--- src/rtl/cmd_line_decoder.sv ---
module cmd_line_decoder #(
  parameter int unsigned READY_WAIT = 40
) (
  input  logic clk,
  input  logic rst_n,
  input  logic cmd_in,
  output logic trig_o,
  output logic cal_o,
  output logic rst_cmd_o,
  output logic ready_o,
  output logic trig_early_o
);

  localparam int unsigned CW = $clog2(READY_WAIT + 2);

  typedef enum logic [1:0] {S_IDLE, S_ONE, S_ONE_ZERO, S_ONE_ONE} state_t;

  state_t        state, state_nx;
  logic [CW-1:0] wait_cnt;
  logic          dec_trig, dec_cal, dec_rst;

  assign dec_trig = (state == S_ONE_ZERO) && !cmd_in;
  assign dec_rst  = (state == S_ONE_ZERO) &&  cmd_in;
  assign dec_cal  = (state == S_ONE_ONE);

  always_comb begin
    unique case (state)
      S_IDLE:  state_nx = cmd_in ? S_ONE : S_IDLE;
      S_ONE:   state_nx = cmd_in ? S_ONE_ONE : S_ONE_ZERO;
      default: state_nx = S_IDLE;
    endcase
  end

  always_ff @(posedge clk) begin
    if (!rst_n) begin
      state        <= S_IDLE;
      wait_cnt     <= '0;
      trig_o       <= 1'b0;
      cal_o        <= 1'b0;
      rst_cmd_o    <= 1'b0;
      trig_early_o <= 1'b0;
    end else begin
      state        <= state_nx;
      trig_o       <= dec_trig;
      cal_o        <= dec_cal;
      rst_cmd_o    <= dec_rst;
      trig_early_o <= dec_trig && (wait_cnt > CW'(1));
      if (dec_rst)
        wait_cnt <= CW'(READY_WAIT);
      else if (wait_cnt != '0)
        wait_cnt <= wait_cnt - CW'(1);
    end
  end

  assign ready_o = (wait_cnt == '0);

endmodule

--- config.mk ---
export PLATFORM = sky130hd
export DESIGN_NAME = cmd_line_decoder
export DESIGN_NICKNAME = d
export VERILOG_FILES = /design/src/rtl/cmd_line_decoder.sv
export SDC_FILE = /design/constraint.sdc
export NUM_CORES = 1
export LEC_CHECK = 0
export BUFFER_PORTS_ARGS = -buffer_cell sky130_fd_sc_hd__buf_2
export CAP_MARGIN = 20
export CORE_AREA = 2 2 39 41
export CTS_CLUSTER_SIZE = 30
export DETAILED_ROUTE_END_ITERATION = 8
export DIE_AREA = 0 0 41 43
export PLACE_DENSITY = 0.56
export SLEW_MARGIN = 40
export SYNTH_ARGS = -nofsm -noshare
export SYNTH_HDL_FRONTEND = slang
export SYNTH_SLANG_ARGS = --single-unit
--- constraint.sdc ---
create_clock -name clk -period 3.34 [get_ports clk]
set_input_delay 1.002 -clock clk [delete_from_list [all_inputs] [get_ports clk]]
set_output_delay 1.002 -clock clk [all_outputs]
set_load 0.005 [all_outputs]
==> metrics.txt, run 1 <==
clk buf depth=2; # setup viols final=0; post-CTS setup buffer count=0; most frequent cells in the layout=12 x dfxtp_1, 7 x buf_2, 4 x nor2_1; Worst setup SP type=flip-flop; final-report hold violation count=0; crit-path max FO=5; WL/cell=10.9 um; Post-CTS Hold Fix Bufs=0; Crit path arrival time=1.60 ns; Top Layer Used=met4; clock network power share=20.4%; DP Area=538 sq um; Clk Latency, worst-skew pair=0.27 ns; Design Area, Final=574 sq um; Worst Tran Pin Value=0.590 ns; fillers=142; max-slew violation count=0; Area Growth Syn to Fin=18.9%; vias in the first global route=364; post-synthesis cell count=49; # rows=14; Vias=371; min-delay worst type=flip-flop to flip-flop; PortBufs=7; Endpoint, Worst Hold=state[1]$_SDFF_PN0_; CTS H-tree depth=1; register area=240 sq um; met3 WL=18 um; Worst Hold Depth=2; Critical-path top delay cell=nor4_1; Clk Tree Root Cell=clkbuf_4; setup slack, reg-to-reg=1.83 ns; Period minus WS final=2.60 ns; Pint=0.362 mW; Final Util=41.5%; share of cells above drive strength 1=21.7%; final net count=67; All-Layer GR Usage=13.2%; Max Cap Viol=0; CP peak stage delay=0.57 ns; final period utilization=77.9%; Syn Area/Cell=9.86 sq um; Lkg Pwr=0.252 nW; # diodes=0; FF-to-FF End=wait_cnt[5]$_SDFFE_PN0P_; HP Start=state[0]$_SDFF_PN0_; synth top area cells=dfxtp_1 50%, ha_1 7.8%, xnor2_1 3.6%, a211oi_1 3.1%, nor2_1 3.1%; syn_nets=55; footprint of the multi-input gates=231 sq um; RSZ-0062 raised after global routing=no; switching share of power=35.3%; fin cells=76; CTS tree=done; vias per cell=4.88; status=finished, final reports clean; Synth area leader=dfxtp_1; Fin Hold WS=0.455 ns; Critical Path, Cell by Cell=nor4_1 -> and2_1 -> buf_2; setup_tns=0 ns; Die H=43 um; Final ANT Viol Nets=0; Flop pwr share=39.4%; Critical R2R Launch=wait_cnt[2]$_SDFFE_PP0N_; Max Clk Rate=385 MHz; Gate power share=40.2%; IO Pins=8; most common cell after layout, fill and taps aside=dfxtp_1; Final Skew=0.00406 ns; worst rel slew slack=60.3%; initial core utilization=34.9%; critical path class=flip-flop to primary output; GP Congestion=0.758; global route overflow=0; Die ar.=1760 sq um; Mapped Area=483 sq um; DRT iter0 DRCs=0; Clock Pin Slew Worst Setup and Hold Paths=0.07 ns; top-area cell type share of the netlist area=49.7%; worst IR drop on VDD=0.368 mV; Synth cell types=23; Post-Route WL=825 um; Worst Path Required=2.34 ns; M1 WL=403 um; sequential-to-total area share from yosys stat=49.7%; Residual DRC=0; Placed Cells=72; Final HPWL DP=617 um; largest net degree at the start of global routing=8; Die W=41 um; core footprint=1380 sq um; antenna violations before repair=0; Psw=0.198 mW; CP endpoint kind=primary output; DRT Pass-1 Iters=1; Clock Sinks=12; Register-to-Register Path Depth=3; PostCTS Resize Cnt=0; met2 WL=363 um; clock buffer count from CTS=3; Yosys warnings=0; first-pass GRT wire length=1480 um; power per cell area=975 nW/um^2; synthesized flop and latch total=12
routing by layer:
metal	track usage, %	vias to the layer above
met5	0	-
met4	14.0	0
met3	3.14	4
met2	16.6	6
met1	16.6	164
li1	-	197
worst max-delay path: cells and delay by family (launching register included):
| family | cells | cell delay, ns |
|---|---|---|
| and+or+nand+nor | 2 | 0.85 |
| DFF | 1 | 0.35 |
| buffers and inverters | 1 | 0.13 |
area by class of cell:
type                    instances  share of cell area, %
multi-input cells              34                   40.3
inverters                       3                   1.96
well taps                      16                   3.49
repair buffers                  7                   6.10
clock buffers                   4                   6.32
flip-flops and latches         12                   41.8
synth_stat cells:
cell type  count
dfxtp_1       12
nor2_1         4
ha_1           3
inv_1          3
nand2_1        3
a211oi_1       2
a31oi_1        2
and2_1         2
nor3_1         2
o21ai_0        2
xnor2_1        2
a21boi_0       1
a21o_2         1
a21oi_1        1
and3_1         1
nand3b_1       1
nor2b_1        1
nor3b_1        1
nor4_1         1
nor4b_1        1
o31ai_1        1
or4_1          1
or4_4          1
metrics by stage:
step	setup WS [ns]	power [mW]
2_1_floorplan	1.29	0.397
3_3_place_gp	1.05	0.452
4_1_cts	0.723	0.570
5_1_grt	0.586	0.617
3_5_place_dp	1.04	0.448
6_report	0.740	0.560
worst max-delay path by stage:
stage / from / depth (start not counted) / to / slack, ns
final: wait_cnt[2]$_SDFFE_PP0N_ / 3 / ready_o / 0.74
after CTS: wait_cnt[2]$_SDFFE_PP0N_ / 3 / ready_o / 0.72
after global placement: wait_cnt[2]$_SDFFE_PP0N_ / 3 / ready_o / 1.05
after floorplan: wait_cnt[2]$_SDFFE_PP0N_ / 2 / ready_o / 1.29
after global routing: wait_cnt[2]$_SDFFE_PP0N_ / 3 / ready_o / 0.59
after detailed placement: wait_cnt[2]$_SDFFE_PP0N_ / 3 / ready_o / 1.04
registers in the layout, summed over array words and instances (netlist names):
register      cells
rst_cmd_o         1
cal_o             1
trig_o            1
trig_early_o      1
wait_cnt          6
state             2
logic make-up (layout without fill, tap and decap cells):
logic type               Yosys count  after routing  share of synthesized area (%)
AO/OA/AOI/OAI                     10             10                           13.7
XOR/XNOR                           2              2                           3.63
adder cells (fa/ha/maj)            3              3                           7.77
buffers and inverters              3             14                           2.33
flip-flops                        12             12                           49.7
AND/OR/NAND/NOR                   19             19                           22.8
power by group through the flow:
stage	clock network, mW	logic, mW	registers [mW]
2_1_floorplan	0	0.183	0.214
5_1_grt	0.128	0.259	0.230
6_report	0.115	0.225	0.221
3_3_place_gp	0	0.230	0.222
4_1_cts	0.121	0.228	0.221
3_5_place_dp	0	0.226	0.223
No activity file was read; power rests on OpenSTA's default activity.
==> inputs of run 2 (changes only) <==
Settings changed: PLACE_DENSITY 0.56 to 0.58.
Clock period 3.34 ns to 2.25 ns, I/O delays scaled along.
==> metrics.txt, run 2 (synthesis results as in run 1) <==
status=finished, final reports clean; Clk Tree Root Cell=clkbuf_4; most frequent cells in the layout=12 x dfxtp_1, 7 x buf_2, 4 x nor2_1; delay-heaviest family, CP=simple AND/OR/NAND/NOR gates; core footprint=1380 sq um; Final Skew=0.00235 ns; CP peak stage delay=0.39 ns; Clk Latency, worst-skew pair=0.27 ns; Max Cap Viol=0; met3 WL=83 um; Max Clk Rate=480 MHz; M1 WL=403 um; Worst Hold Depth=2; Setup WS post-layout=0.165 ns; Post-Route WL=859 um; # diodes=0; Worst Tran Pin Value=0.356 ns; Post-CTS Hold Fix Bufs=0; Register-to-Register Path Depth=3; Clock Pin Slew Worst Setup and Hold Paths=0.08 ns; Largest Register=wait_cnt; Die W=41 um; largest net degree at the start of global routing=8; Clock Sinks=12; Endpoint, Worst Hold=state[1]$_SDFF_PN0_; HP Start=state[0]$_SDFF_PN0_; clock buffer count from CTS=3; DRT iter0 DRCs=6; Final Util=42.0%; critical path class=flip-flop to primary output; setup slack, reg-to-reg=0.69 ns; met2 WL=372 um; power per cell area=1500 nW/um^2; total power=0.871 mW; # setup viols final=0; final-report hold violation count=0; setup_tns=0 ns; max-slew violation count=0; CP endpoint kind=primary output; Worst setup SP type=flip-flop; Lkg Pwr=0.257 nW; post-CTS setup buffer count=0; min-delay worst type=flip-flop to flip-flop; Critical-path top delay cell=nor4_1; RSZ-0062 raised after global routing=no; biggest regs=wait_cnt x6, state x2; GP Congestion=0.717; Area Growth Syn to Fin=20.5%; IO Pins=8; worst IR drop on VDD=0.829 mV; PostCTS Resize Cnt=0; share of cells above drive strength 1=23.0%; Period minus WS final=2.09 ns; CTS tree=done; # rows=14; antenna violations before repair=0; number of flip-flops in the largest register=6; PortBufs=7; Final HPWL DP=638 um; global route overflow=0; All-Layer GR Usage=11.9%; Critical Path, Cell by Cell=nor4_1 -> and2_1 -> buf_2; vias in the first global route=346; Residual DRC=0; crit-path max FO=5; CTS H-tree depth=1; first-pass GRT wire length=1350 um; fin cells=77; DRT Pass-1 Iters=4; Die H=43 um; Placed Cells=73; FF-to-FF End=wait_cnt[5]$_SDFFE_PN0P_; clk buf depth=2; initial core utilization=34.9%; final period utilization=92.7%; Critical R2R Launch=wait_cnt[2]$_SDFFE_PP0N_; Worst Path Required=1.57 ns; Top Layer Used=met3; worst rel slew slack=76.1%; Final ANT Viol Nets=0; WL/cell=11.2 um; Buf/Inv on CP=1; Crit path arrival time=1.41 ns; Die ar.=1760 sq um; Place WS=0.489 ns; final net count=68; most common cell after layout, fill and taps aside=dfxtp_1; vias per cell=5.09; Vias=392
[run 2: cell types whose count changed in the layout (fill, tap and decap cells not counted)]
cell   change
buf_4      +1
[run 2: routing by layer]
metal | track usage, % | up-vias
li1 | - | 197
met1 | 13.6 | 179
met2 | 17.2 | 16
met3 | 9.42 | 0
met4 | 2.00 | 0
met5 | 0 | -
[run 2: how the worst max path moves through the flow]
| stage | start | end | cells past startpoint |
|---|---|---|---|
| after floorplan | wait_cnt[2]$_SDFFE_PP0N_ | ready_o | 2 |
| after global placement | wait_cnt[2]$_SDFFE_PP0N_ | ready_o | 3 |
| after detailed placement | wait_cnt[2]$_SDFFE_PP0N_ | ready_o | 3 |
| after CTS | wait_cnt[2]$_SDFFE_PP0N_ | ready_o | 3 |
| after global routing | wait_cnt[2]$_SDFFE_PP0N_ | ready_o | 3 |
| final | wait_cnt[2]$_SDFFE_PP0N_ | ready_o | 3 |
[run 2: power by group]
part / total, mW / switching (mW) / leakage [nW] / internal, mW
registers: 0.331 / 0.0626 / 0.0985 / 0.268
logic: 0.371 / 0.176 / 0.137 / 0.195
clock network: 0.169 / 0.0710 / 0.0210 / 0.0983
total: 0.871 / 0.310 / 0.257 / 0.561
[run 2: worst reg2reg max path: cells and delay by family (launching register included)]
family	cells	cell delay (ns)
simple gates	2	0.96
flops	1	0.37
compound gates	1	0.16
[run 2: cell type report]
class,instances,area (sq um)
fillers,152,802
flip-flops and latches,12,240
multi-input cells,34,231
repair buffers,8,42.5
clock buffers,4,36.3
well taps,16,20.0
inverters,3,11.3
[run 2: stage by stage]
step                      hold WS [ns]  area [sq um]
final                            0.462           582
after global routing             0.485           582
after CTS                        0.466           582
after detailed placement         0.451           546
after global placement           0.443           546
after floorplan                  0.426           483
